==> config.mk <==
export PLATFORM = sky130hd
export DESIGN_NAME = supply_loss_rstctl
export DESIGN_NICKNAME = d
export VERILOG_FILES = /design/src/rtl/slr_pkg.sv /design/src/rtl/slr_ctrl.sv /design/src/rtl/slr_datapath.sv /design/src/rtl/supply_loss_rstctl.sv
export SDC_FILE = /design/constraint.sdc
export NUM_CORES = 1
export LEC_CHECK = 0
export BUFFER_PORTS_ARGS = -buffer_cell sky130_fd_sc_hd__buf_2
export CORE_ASPECT_RATIO = 1.2
export CORE_MARGIN = 2
export CORE_UTILIZATION = 35
export DETAILED_ROUTE_END_ITERATION = 8
export PLACE_DENSITY_LB_ADDON = 0.1
export REMOVE_ABC_BUFFERS = 1
export SYNTH_ARGS = -nofsm -noshare
export SYNTH_HDL_FRONTEND = slang
export SYNTH_SLANG_ARGS = --single-unit
==> constraint.sdc <==
create_clock -name clk -period 1.7 [get_ports clk]
set_input_delay 0.34 -clock clk [delete_from_list [all_inputs] [get_ports clk]]
set_output_delay 0.34 -clock clk [all_outputs]
set_load 0.01 [all_outputs]
==> src/rtl/slr_pkg.sv <==
package slr_pkg;
  localparam int REG_W     = 32;
  localparam int NUM_SUP   = 3;
  localparam int BIT_WAKE  = 14;
  localparam int OVR_LSB   = 9;
  localparam int EN_LSB    = 5;
  localparam int BIT_CLKEN = 4;

  typedef struct packed {
    logic wrCommon;
    logic wrOvr;
    logic setWake;
  } slrStrobes_t;

  typedef struct packed {
    logic [NUM_SUP-1:0] lossEn;
    logic [NUM_SUP-1:0] ovr;
    logic               clkEn;
    logic               wake;
  } slrFields_t;
endpackage

==> src/rtl/slr_ctrl.sv <==
module slr_ctrl
  import slr_pkg::*;
#(
  parameter int HOLD_CYCLES = 8
) (
  input  logic               clk,
  input  logic               rstN,
  input  logic               regWrEn,
  input  logic               lockIn,
  input  logic               wakeIoPulse,
  input  logic [NUM_SUP-1:0] bodIn,
  input  logic               clkLoss,
  input  logic               clkLossDetEn,
  input  slrFields_t         fields,
  output slrStrobes_t        strobes,
  output logic               sysRstReq
);
  localparam int CNT_W = $clog2(HOLD_CYCLES + 1);

  logic             lockQ;
  logic [CNT_W-1:0] holdCnt;
  logic [NUM_SUP-1:0] supHit;
  logic             clkHit;
  logic             evtHit;

  // Lock is sticky: only reset clears it.
  always_ff @(posedge clk or negedge rstN) begin
    if (!rstN) lockQ <= 1'b0;
    else if (lockIn) lockQ <= 1'b1;
  end

  generate
    for (genvar k = 0; k < NUM_SUP; k++) begin : g_sup
      assign supHit[k] = bodIn[k] & (fields.lossEn[k] | fields.ovr[k]);
    end
  endgenerate

  assign clkHit = clkLoss & fields.clkEn & clkLossDetEn;
  assign evtHit = (|supHit) | clkHit;

  always_comb begin
    strobes.wrCommon = regWrEn;
    strobes.wrOvr    = regWrEn & ~lockQ;
    strobes.setWake  = wakeIoPulse;
  end

  // Minimum-width hold window, retriggered by every qualifying cycle.
  always_ff @(posedge clk or negedge rstN) begin
    if (!rstN) holdCnt <= '0;
    else if (evtHit) holdCnt <= CNT_W'(HOLD_CYCLES);
    else if (holdCnt != '0) holdCnt <= holdCnt - 1'b1;
  end

  assign sysRstReq = (holdCnt != '0);
endmodule

==> src/rtl/slr_datapath.sv <==
module slr_datapath
  import slr_pkg::*;
(
  input  logic             clk,
  input  logic             rstN,
  input  slrStrobes_t      strobes,
  input  logic [REG_W-1:0] regWrData,
  output slrFields_t       fields,
  output logic [REG_W-1:0] rdData,
  output logic             wakeFlag
);
  always_ff @(posedge clk or negedge rstN) begin
    if (!rstN) begin
      fields.lossEn <= '1;
      fields.clkEn  <= 1'b0;
    end else if (strobes.wrCommon) begin
      fields.lossEn <= regWrData[EN_LSB +: NUM_SUP];
      fields.clkEn  <= regWrData[BIT_CLKEN];
    end
  end

  always_ff @(posedge clk or negedge rstN) begin
    if (!rstN) fields.ovr <= '0;
    else if (strobes.wrOvr) fields.ovr <= regWrData[OVR_LSB +: NUM_SUP];
  end

  always_ff @(posedge clk or negedge rstN) begin
    if (!rstN) fields.wake <= 1'b0;
    else if (strobes.setWake) fields.wake <= 1'b1;
  end

  always_comb begin
    rdData = '0;
    rdData[BIT_WAKE]             = fields.wake;
    rdData[OVR_LSB +: NUM_SUP]   = fields.ovr;
    rdData[EN_LSB +: NUM_SUP]    = fields.lossEn;
    rdData[BIT_CLKEN]            = fields.clkEn;
  end

  assign wakeFlag = fields.wake;
endmodule

==> src/rtl/supply_loss_rstctl.sv <==
module supply_loss_rstctl
  import slr_pkg::*;
#(
  parameter int HOLD_CYCLES = 8
) (
  input  logic        clk,
  input  logic        rstN,
  input  logic        regWrEn,
  input  logic [31:0] regWrData,
  output logic [31:0] rdData,
  input  logic        lockIn,
  input  logic [2:0]  bodIn,
  input  logic        clkLoss,
  input  logic        clkLossDetEn,
  input  logic        wakeIoPulse,
  output logic        sysRstReq,
  output logic        wakeFlag
);
  slrStrobes_t strobes;
  slrFields_t  fields;

  slr_ctrl #(.HOLD_CYCLES(HOLD_CYCLES)) ctrl_i (
    .clk(clk), .rstN(rstN), .regWrEn(regWrEn), .lockIn(lockIn),
    .wakeIoPulse(wakeIoPulse), .bodIn(bodIn), .clkLoss(clkLoss),
    .clkLossDetEn(clkLossDetEn), .fields(fields), .strobes(strobes),
    .sysRstReq(sysRstReq)
  );

  slr_datapath dp_i (
    .clk(clk), .rstN(rstN), .strobes(strobes), .regWrData(regWrData),
    .fields(fields), .rdData(rdData), .wakeFlag(wakeFlag)
  );
endmodule

==> results of run 1 <==
## what timing repair did
item                                    4_1_cts  5_1_grt
hold endpoints to repair                     10        0
buffers inserted                              5        1
endpoints found under the setup margin        1        1
gates cloned                                  0        0
hold buffers                                  1        0
resized for setup                             4        0
## flip-flops by register name, indices dropped and copies added, names as in the netlist
register	cells
ctrl_i.lockQ	1
dp_i.wakeFlag	1
ctrl_i.holdCnt	4
dp_i.fields	7
## cell families after synthesis
kind of cell	count (synthesis)	synth area share
flops	13	0.431
xor+xnor	2	0.0230
simple gates	12	0.0869
compound gates	5	0.0475
buf+inv	28	0.270
mux	7	0.103
other cells	1	0.00491
fa+ha+maj	2	0.0328
## worst max-delay path by stage
stage,endpoint,slack (ns),depth (start not counted)
floorplan,ctrl_i.holdCnt[0],0.30,5
global placement,sysRstReq,0.22,4
detailed placement,sysRstReq,0.21,4
CTS,sysRstReq,-0.02,4
global route,sysRstReq,-0.09,4
finish,sysRstReq,-0.02,4
## routing by layer
metal,share of wire,global-route usage,up-vias
met3,0.050,0.00974,0
met1,0.41,0.122,242
met5,0,0,-
met2,0.53,0.174,21
met4,0,0.0556,0
li1,-,-,252
## report_power, final
part / internal [uW] / switching [uW] / total (uW) / leakage (uW)
registers: 353 / 26.4 / 379 / 0.000147
logic: 138 / 129 / 267 / 0.000307
clock network: 90.7 / 91.0 / 182 / 0.0000150
total: 582 / 246 / 828 / 0.000470
## cell usage in the layout (no fill, tap or decap), drive strengths merged
cell | synthesis | routed
nor2 | 3 | 3
xnor2 | 1 | 1
or3 | 1 | 1
a211oi | 1 | 1
xor2 | 1 | 1
or2 | 2 | 2
conb | 1 | 24
or3b | 1 | 1
clkbuf | 0 | 4
dlygate4sd3 | 0 | 1
nand2 | 1 | 1
and2b | 1 | 1
buf | 26 | 33
dfrtp | 10 | 10
a211o | 1 | 1
nand4 | 1 | 1
dfstp | 3 | 3
nand3 | 1 | 1
inv | 2 | 2
mux2 | 7 | 7
nor3 | 1 | 1
o21ai | 3 | 3
ha | 2 | 2
## metrics by stage
stage                     hold WS, ns  setup slack, ns  instance area (um^2)  cells
after floorplan                0.0444            0.303                   651     67
after global routing            0.242          -0.0878                   920    135
after CTS                       0.249          -0.0226                   912    134
final                           0.257          -0.0210                   920    135
after detailed placement        0.240            0.210                   826    124
after global placement          0.244            0.220                   826    124
## worst max-delay path, cell delays in order (launching register included)
cell and delay, ns:
dfrtp_1 0.40, inv_2 0.08, ha_4 0.13, or3b_1 0.35, buf_2 0.15
## layout make-up
cell class              count  area share
well taps                  30      0.0408
multi-input cells          52       0.355
flip-flops and latches     13       0.358
repair buffers             34       0.210
inverters                   2     0.00816
clock buffers               4      0.0286
==> impl_metrics.ini, run 1 <==
[logic_synthesis]
ys_ff_latch = 13
synth_edf_count = 0
ys.flop_type = dfrtp_1
yosysWarnings = 0
yosysMostFrequentCell = buf_4
synth_area_leaders = dfrtp_1, buf_4, dfstp_2, mux2_2, ha_1
synth_area_um2 = 763
syn_inst = 70
yosysTopAreaCellShare = 0.328
synth_top_area_cell = dfrtp_1
async_reset_ff_frac = 1.00
yosysSeqAreaShare = 0.431
syn_area_per_cell_um2 = 10.9
synth.top_cells.by_count = buf_4, dfrtp_1, mux2_2
ys_types = 23

[cts]
clock-sinks = 13
clk_pin_slew_ns = 0.07
cts.htree.levels = 1
clock_latency_ns = 0.27
cts-root-buf = clkbuf_4
cts_tree = built
cts_inserted_buffers = 3
cts_buffer_depth = 2

[route]
drt_wl_total_mm = 1.22
viasPerCell = 3.81
drt_pass1_iterations = 4
postRouteAntennaNets = 0
vias = 515
wl_per_cell_um = 9.02
dr.first_iter.drc_count = 4
drc = 0

[outcome]
status = finished with violations
violations = negative setup slack

[floorplanning]
io_pins = 76
fp.dieH_um = 55.2
initial_core_util = 0.368
coreArea_um2 = 2070
die_area_um2 = 2570
die_w_um = 46.6
num_rows = 18

[timing]
finalSetupTns_ns = -0.0210
postLayoutSetupSlackWorst_ns = -0.0210
slew_viol_final = 0
fmax_mhz = 581
finClkSkew_ns = 0.00229
setup_viol = 1
period_minus_slack_ns = 1.72
post-route-period-util = 1.01
hold_violations = 0
rsz0062_at_grt = true

[min_path]
hold_path_class = in2reg
min_to = ctrl_i.lockQ
hp-start = lockIn
whs_path_depth = 2

[pwr]
power_uw = 828
power.leakage_uw = 0.000470
p_per_area_nw_per_um2 = 900
peakVddDrop_uv = 427

[critical_path]
timing.rr.end = ctrl_i.holdCnt[0]
worstReg2RegStart = ctrl_i.holdCnt[0]
cp.arrival_ns = 1.38
ff2ff_setup_slack_ns = 0.16
rr_worst_depth = 7
required_ns = 1.36
critPathKind = reg2out
cp-end-kind = output pin
startpoint_type = flop
crit_fanout = 2
cp-startpoint = ctrl_i.holdCnt[0]

[final_layout]
area_growth_pct = 20.5
antennaDiodeCount = 0
multi_input_area_um2 = 327
fillers = 226
regArea_um2 = 329
fin_util = 0.444
nets = 150
drive_above_1_share = 0.486

[global_routing]
gr-total-overflow = 0
antenna_found_initial = 0
grt_max_degree = 14
grt_pass1_wl_mm = 1.83
grt_pass1_vias = 465
grtUsageTotal = 0.101

[placement]
hpwl_um = 993
io_buffers = 26
gp_congestion = 0.697

[flow_run]
cap_viol_max_count = 0
No activity file was read; power rests on OpenSTA's default activity.
==> inputs of run 2 (changes only) <==
- CORE_UTILIZATION: 35 -> 36
- SYNTH_HIERARCHICAL: default -> 1
- TNS_END_PERCENT: default -> 20
==> impl_metrics.ini, run 2 <==
[pwr]
p_seq_frac = 0.449
combinationalPowerShare = 0.326
p_int_uw = 586
power_frac_clock = 0.225
power_switching_uw = 254
power.leakage_uw = 0.000471
swShare = 0.303
p_per_area_nw_per_um2 = 905
peakVddDrop_uv = 502

[global_routing]
gr-total-overflow = 0
grt_pass1_vias = 497
grtUsageTotal = 0.112
grt_pass1_wl_mm = 2.13
antenna_found_initial = 0
grt_max_degree = 14

[critical_path]
timing.rr.end = ctrl_i/holdCnt[3]
required_ns = 1.36
startpoint_type = flop
crit_fanout = 2
cp.arrival_ns = 1.37
rr_worst_depth = 4
cp-end-kind = output pin
critPathKind = reg2out
worstReg2RegStart = ctrl_i/holdCnt[0]
ff2ff_setup_slack_ns = 0.23

[placement]
hpwl_mm = 1.00
dpl-instance-area_um2 = 827
gp_congestion = 0.648
dpl_worst_slack_ns = 0.205
io_buffers = 26
dp_cells = 125

[min_path]
hp-start = wakeIoPulse
min_to = dp_i/wakeFlag
whs_path_depth = 2
hold_path_class = in2reg

[floorplanning]
num_rows = 19
coreArea_um2 = 2230
die_area_um2 = 2690
fp.dieH_um = 56.4
io_pins = 76
die_w_um = 47.7
initial_core_util = 0.369

[logic_synthesis]
syn_area_per_cell_um2 = 10.4
yosysWarnings = 6
synth_area_um2 = 825
syn_inst = 79

[route]
drt_pass1_iterations = 2
drc = 0
postRouteAntennaNets = 0
vias = 519
dr.first_iter.drc_count = 4
viasPerCell = 3.79
drt_wl_total_mm = 1.29
wl_per_cell_um = 9.42

[outcome]
violations = negative setup slack
status = finished with violations

[timing]
slew_viol_final = 0
post-route-period-util = 1.00
hold_violations = 0
fmax_mhz = 586
rsz0062_at_grt = true
setup_viol = 1
finClkSkew_ns = 0.00191
postLayoutSetupSlackWorst_ns = -0.00737
period_minus_slack_ns = 1.71
holdWs_ns = 0.250

[cts]
cts_buffer_depth = 2
clock-sinks = 13
cts.htree.levels = 1
cts-root-buf = clkbuf_4
cts_tree = built
clk_pin_slew_ns = 0.08
clock_latency_ns = 0.27
cts_inserted_buffers = 3

[final_layout]
mostFrequentLayoutCells = buf_2, conb_1, dfrtp_1
regMostFlops = dp_i/fields
largest_reg_flops = 7
reg_top3 = dp_i/fields (7), ctrl_i/holdCnt (4)
nets = 151
final_cell_area_um2 = 928
area_growth_pct = 12.6
stdcell_count = 137
layout_commonest_cell = buf_2
drive_above_1_share = 0.434
antennaDiodeCount = 0

[flow_run]
cap_viol_max_count = 0
## run 2: cell count changes in the layout (fill, tap and decap cells not counted), sizes merged
cell and delta:
nor2b +1, buf +1, and2b -1
## run 2: stage by stage
step / utilization / TNS, ns / power, uW
floorplan: - / 0 / 516
global placement: 0.370 / 0 / 591
detailed placement: 0.370 / 0 / 593
CTS: 0.405 / -0.0258 / 834
global route: 0.415 / -0.0693 / 907
finish: 0.415 / -0.00737 / 840
## run 2: worst max path at each step
| stage | startpoint | endpoint | slack, ns |
|---|---|---|---|
| CTS | ctrl_i/holdCnt[1] | sysRstReq | -0.03 |
| global placement | ctrl_i/holdCnt[0] | sysRstReq | 0.22 |
| global route | ctrl_i/holdCnt[1] | sysRstReq | -0.07 |
| finish | ctrl_i/holdCnt[1] | sysRstReq | -0.007 |
| detailed placement | ctrl_i/holdCnt[0] | sysRstReq | 0.20 |
| floorplan | ctrl_i/holdCnt[0] | ctrl_i/holdCnt[0] | 0.30 |
## run 2: power groups by stage
stage          sequential (uW)  clock (uW)  combinational, uW
3_5_place_dp               386           0                207
5_1_grt                    384         213                309
4_1_cts                    378         201                254
3_3_place_gp               386           0                205
6_report                   378         189                274
2_1_floorplan              390           0                126
## run 2: layout make-up
| type | instances | area [um^2] |
|---|---|---|
| Inverter | 2 | 7.51 |
| Clock buffer | 4 | 26.3 |
| Sequential cell | 13 | 329 |
| Fill cell | 249 | 1310 |
| Tap cell | 31 | 38.8 |
| Timing Repair Buffer | 35 | 200 |
| Multi-Input combinational cell | 52 | 327 |
## run 2: repair_timing
item,4_1_cts,5_1_grt
pin swaps,1,0
endpoints found under the setup margin,1,1
buffers inserted,4,3
gates resized for setup,4,0
cloned,0,0
hold buffers,1,0
hold endpoints to repair,10,0
## run 2: metal layers
metal,GRT usage,share of wire,vias to the layer above
met5,0,0,-
met4,0.0579,0.0070,0
met3,0.0289,0.057,2
met2,0.171,0.54,22
met1,0.140,0.39,242
li1,-,-,253
## run 2: critical path: stages, from the launching register on
cell	delay, ns
dfrtp_1	0.39
inv_2	0.08
ha_4	0.13
or3b_1	0.35
buf_2	0.15
==> inputs of run 3 (changes only) <==
--- a/config.mk
+++ b/config.mk
@@ -8,3 +8,3 @@
 export BUFFER_PORTS_ARGS = -buffer_cell sky130_fd_sc_hd__buf_2
-export CORE_ASPECT_RATIO = 1.2
+export CORE_ASPECT_RATIO = 1.1
 export CORE_MARGIN = 2
@@ -12,3 +12,3 @@
 export DETAILED_ROUTE_END_ITERATION = 8
-export PLACE_DENSITY_LB_ADDON = 0.1
+export PLACE_DENSITY = 0.77
 export REMOVE_ABC_BUFFERS = 1
--- a/constraint.sdc
+++ b/constraint.sdc
@@ -3,2 +3,2 @@
 set_output_delay 0.34 -clock clk [all_outputs]
-set_load 0.01 [all_outputs]
+set_load 0.005 [all_outputs]
==> impl_metrics.ini, run 3 (synthesis gave the netlist of run 2 again) <==
[global_routing]
grt_pass1_wl_mm = 2.13
gr-total-overflow = 0
grtUsageTotal = 0.111
met1_usage = 0.111
grt_max_degree = 14
antenna_found_initial = 0
grt_util_met2 = 0.193
top_usage_layer = met2
grt_use_met3 = 0.0417
grt_pass1_vias = 500

[timing]
hold_violations = 0
postLayoutSetupSlackWorst_ns = -0.0303
finClkSkew_ns = 0.00467
finalSetupTns_ns = -0.0303
slew_viol_final = 0
rsz0062_at_grt = true
holdWs_ns = 0.241
setup_viol = 1
period_minus_slack_ns = 1.73
post-route-period-util = 1.02
fmax_mhz = 578

[cts]
clock-sinks = 13
cts_buffer_depth = 2
clock_latency_ns = 0.28
cts.htree.levels = 1
cts_inserted_buffers = 3
cts-root-buf = clkbuf_4
clk_pin_slew_ns = 0.08
cts_tree = built

[floorplanning]
die_w_um = 49.6
initial_core_util = 0.374
fp.dieH_um = 54.2
coreArea_um2 = 2210
io_pins = 76
die_area_um2 = 2690
num_rows = 18

[final_layout]
final_cell_area_um2 = 936
nets = 151
layout_commonest_cell = buf_2
regMostFlops = dp_i/fields
reg_top3 = dp_i/fields (7), ctrl_i/holdCnt (4)
largest_reg_flops = 7
antennaDiodeCount = 0
area_growth_pct = 13.5
drive_above_1_share = 0.443
mostFrequentLayoutCells = buf_2, conb_1, dfrtp_1

[critical_path]
startpoint_type = flop
cp.arrival_ns = 1.39
crit_path_top_delay_cell = dfrtp_1
required_ns = 1.36
crit_fanout = 2
cp_top_family = flip-flops
cp-end-kind = output pin
path_buf_inv = 2
critPathMaxStageDelay_ns = 0.40
cp_cell_sequence = inv_2 -> ha_4 -> or3b_4 -> buf_6
critPathKind = reg2out

[outcome]
violations = negative setup slack
status = finished with violations

[route]
drt_pass1_iterations = 4
viasPerCell = 3.95
drc = 0
wl_per_cell_um = 10.2
drt_wl_total_mm = 1.39
postRouteAntennaNets = 0
vias = 537
dr.first_iter.drc_count = 8

[pwr]
power.leakage_uw = 0.000474
peakVddDrop_uv = 339
p_per_area_nw_per_um2 = 908

[min_path]
hold_path_class = in2reg

[flow_run]
cap_viol_max_count = 0

[placement]
hpwl_mm = 1.04
dpl-instance-area_um2 = 826
io_buffers = 26
gp_congestion = 0.639
[run 3: cell types whose count changed in the layout (fill, tap and decap cells not counted)]
cell / change
buf_2: -1
buf_6: +1
or3b_1: -1
or3b_4: +1
[run 3: path summary, 6_finish.rpt]
kind	from	endpoint	slack, ns	cells past startpoint
worst max-delay path	ctrl_i/holdCnt[1]	sysRstReq	-0.03	4
worst min-delay path	lockIn	ctrl_i/lockQ	0.24	2
max in group asynchronous	rstN	dp_i/fields[7]	0.96	2
worst max register to register	ctrl_i/holdCnt[1]	ctrl_i/holdCnt[0]	0.24	6
min in group asynchronous	rstN	ctrl_i/holdCnt[2]	0.46	2
worst min register to register	ctrl_i/lockQ	ctrl_i/lockQ	0.47	1
[run 3: layer usage]
layer  part of all wire  up-vias  wire (um)
met3               0.13        2        175
met5                  0        -          0
met1               0.37      250        521
met2               0.49       33        680
li1                   -      252          -
met4              0.011        0         15
[run 3: area by class of cell]
class,count,area (um^2)
Timing Repair Buffer,35,206
Sequential cell,13,329
Tap cell,30,37.5
Clock buffer,4,26.3
Inverter,2,7.51
Multi-Input combinational cell,52,329
Fill cell,223,1270
[run 3: per-stage QoR]
stage | setup WS [ns] | cells | power (uW) | util
final | -0.0303 | 136 | 849 | 0.424
after global routing | -0.0702 | 136 | 910 | 0.424
after CTS | -0.0209 | 134 | 834 | 0.417
after detailed placement | 0.202 | 124 | 575 | 0.374
after global placement | 0.264 | 124 | 560 | 0.374
after floorplan | 0.332 | 67 | 496 | -
[run 3: timing repair]
action | CTS | global route
endpoints found under the setup margin | 1 | 1
hold buffers | 1 | 0
setup buffers | 5 | 2
hold endpoints to repair | 10 | 0
gates cloned | 0 | 0
gates resized for setup | 6 | 0
pin swaps | 1 | 1
[run 3: power breakdown]
part / total [uW] / switching, uW / internal [uW]
Sequential: 382 / 28.8 / 353
Combinational: 275 / 120 / 155
Clock: 193 / 102 / 91.0
Total: 849 / 251 / 599
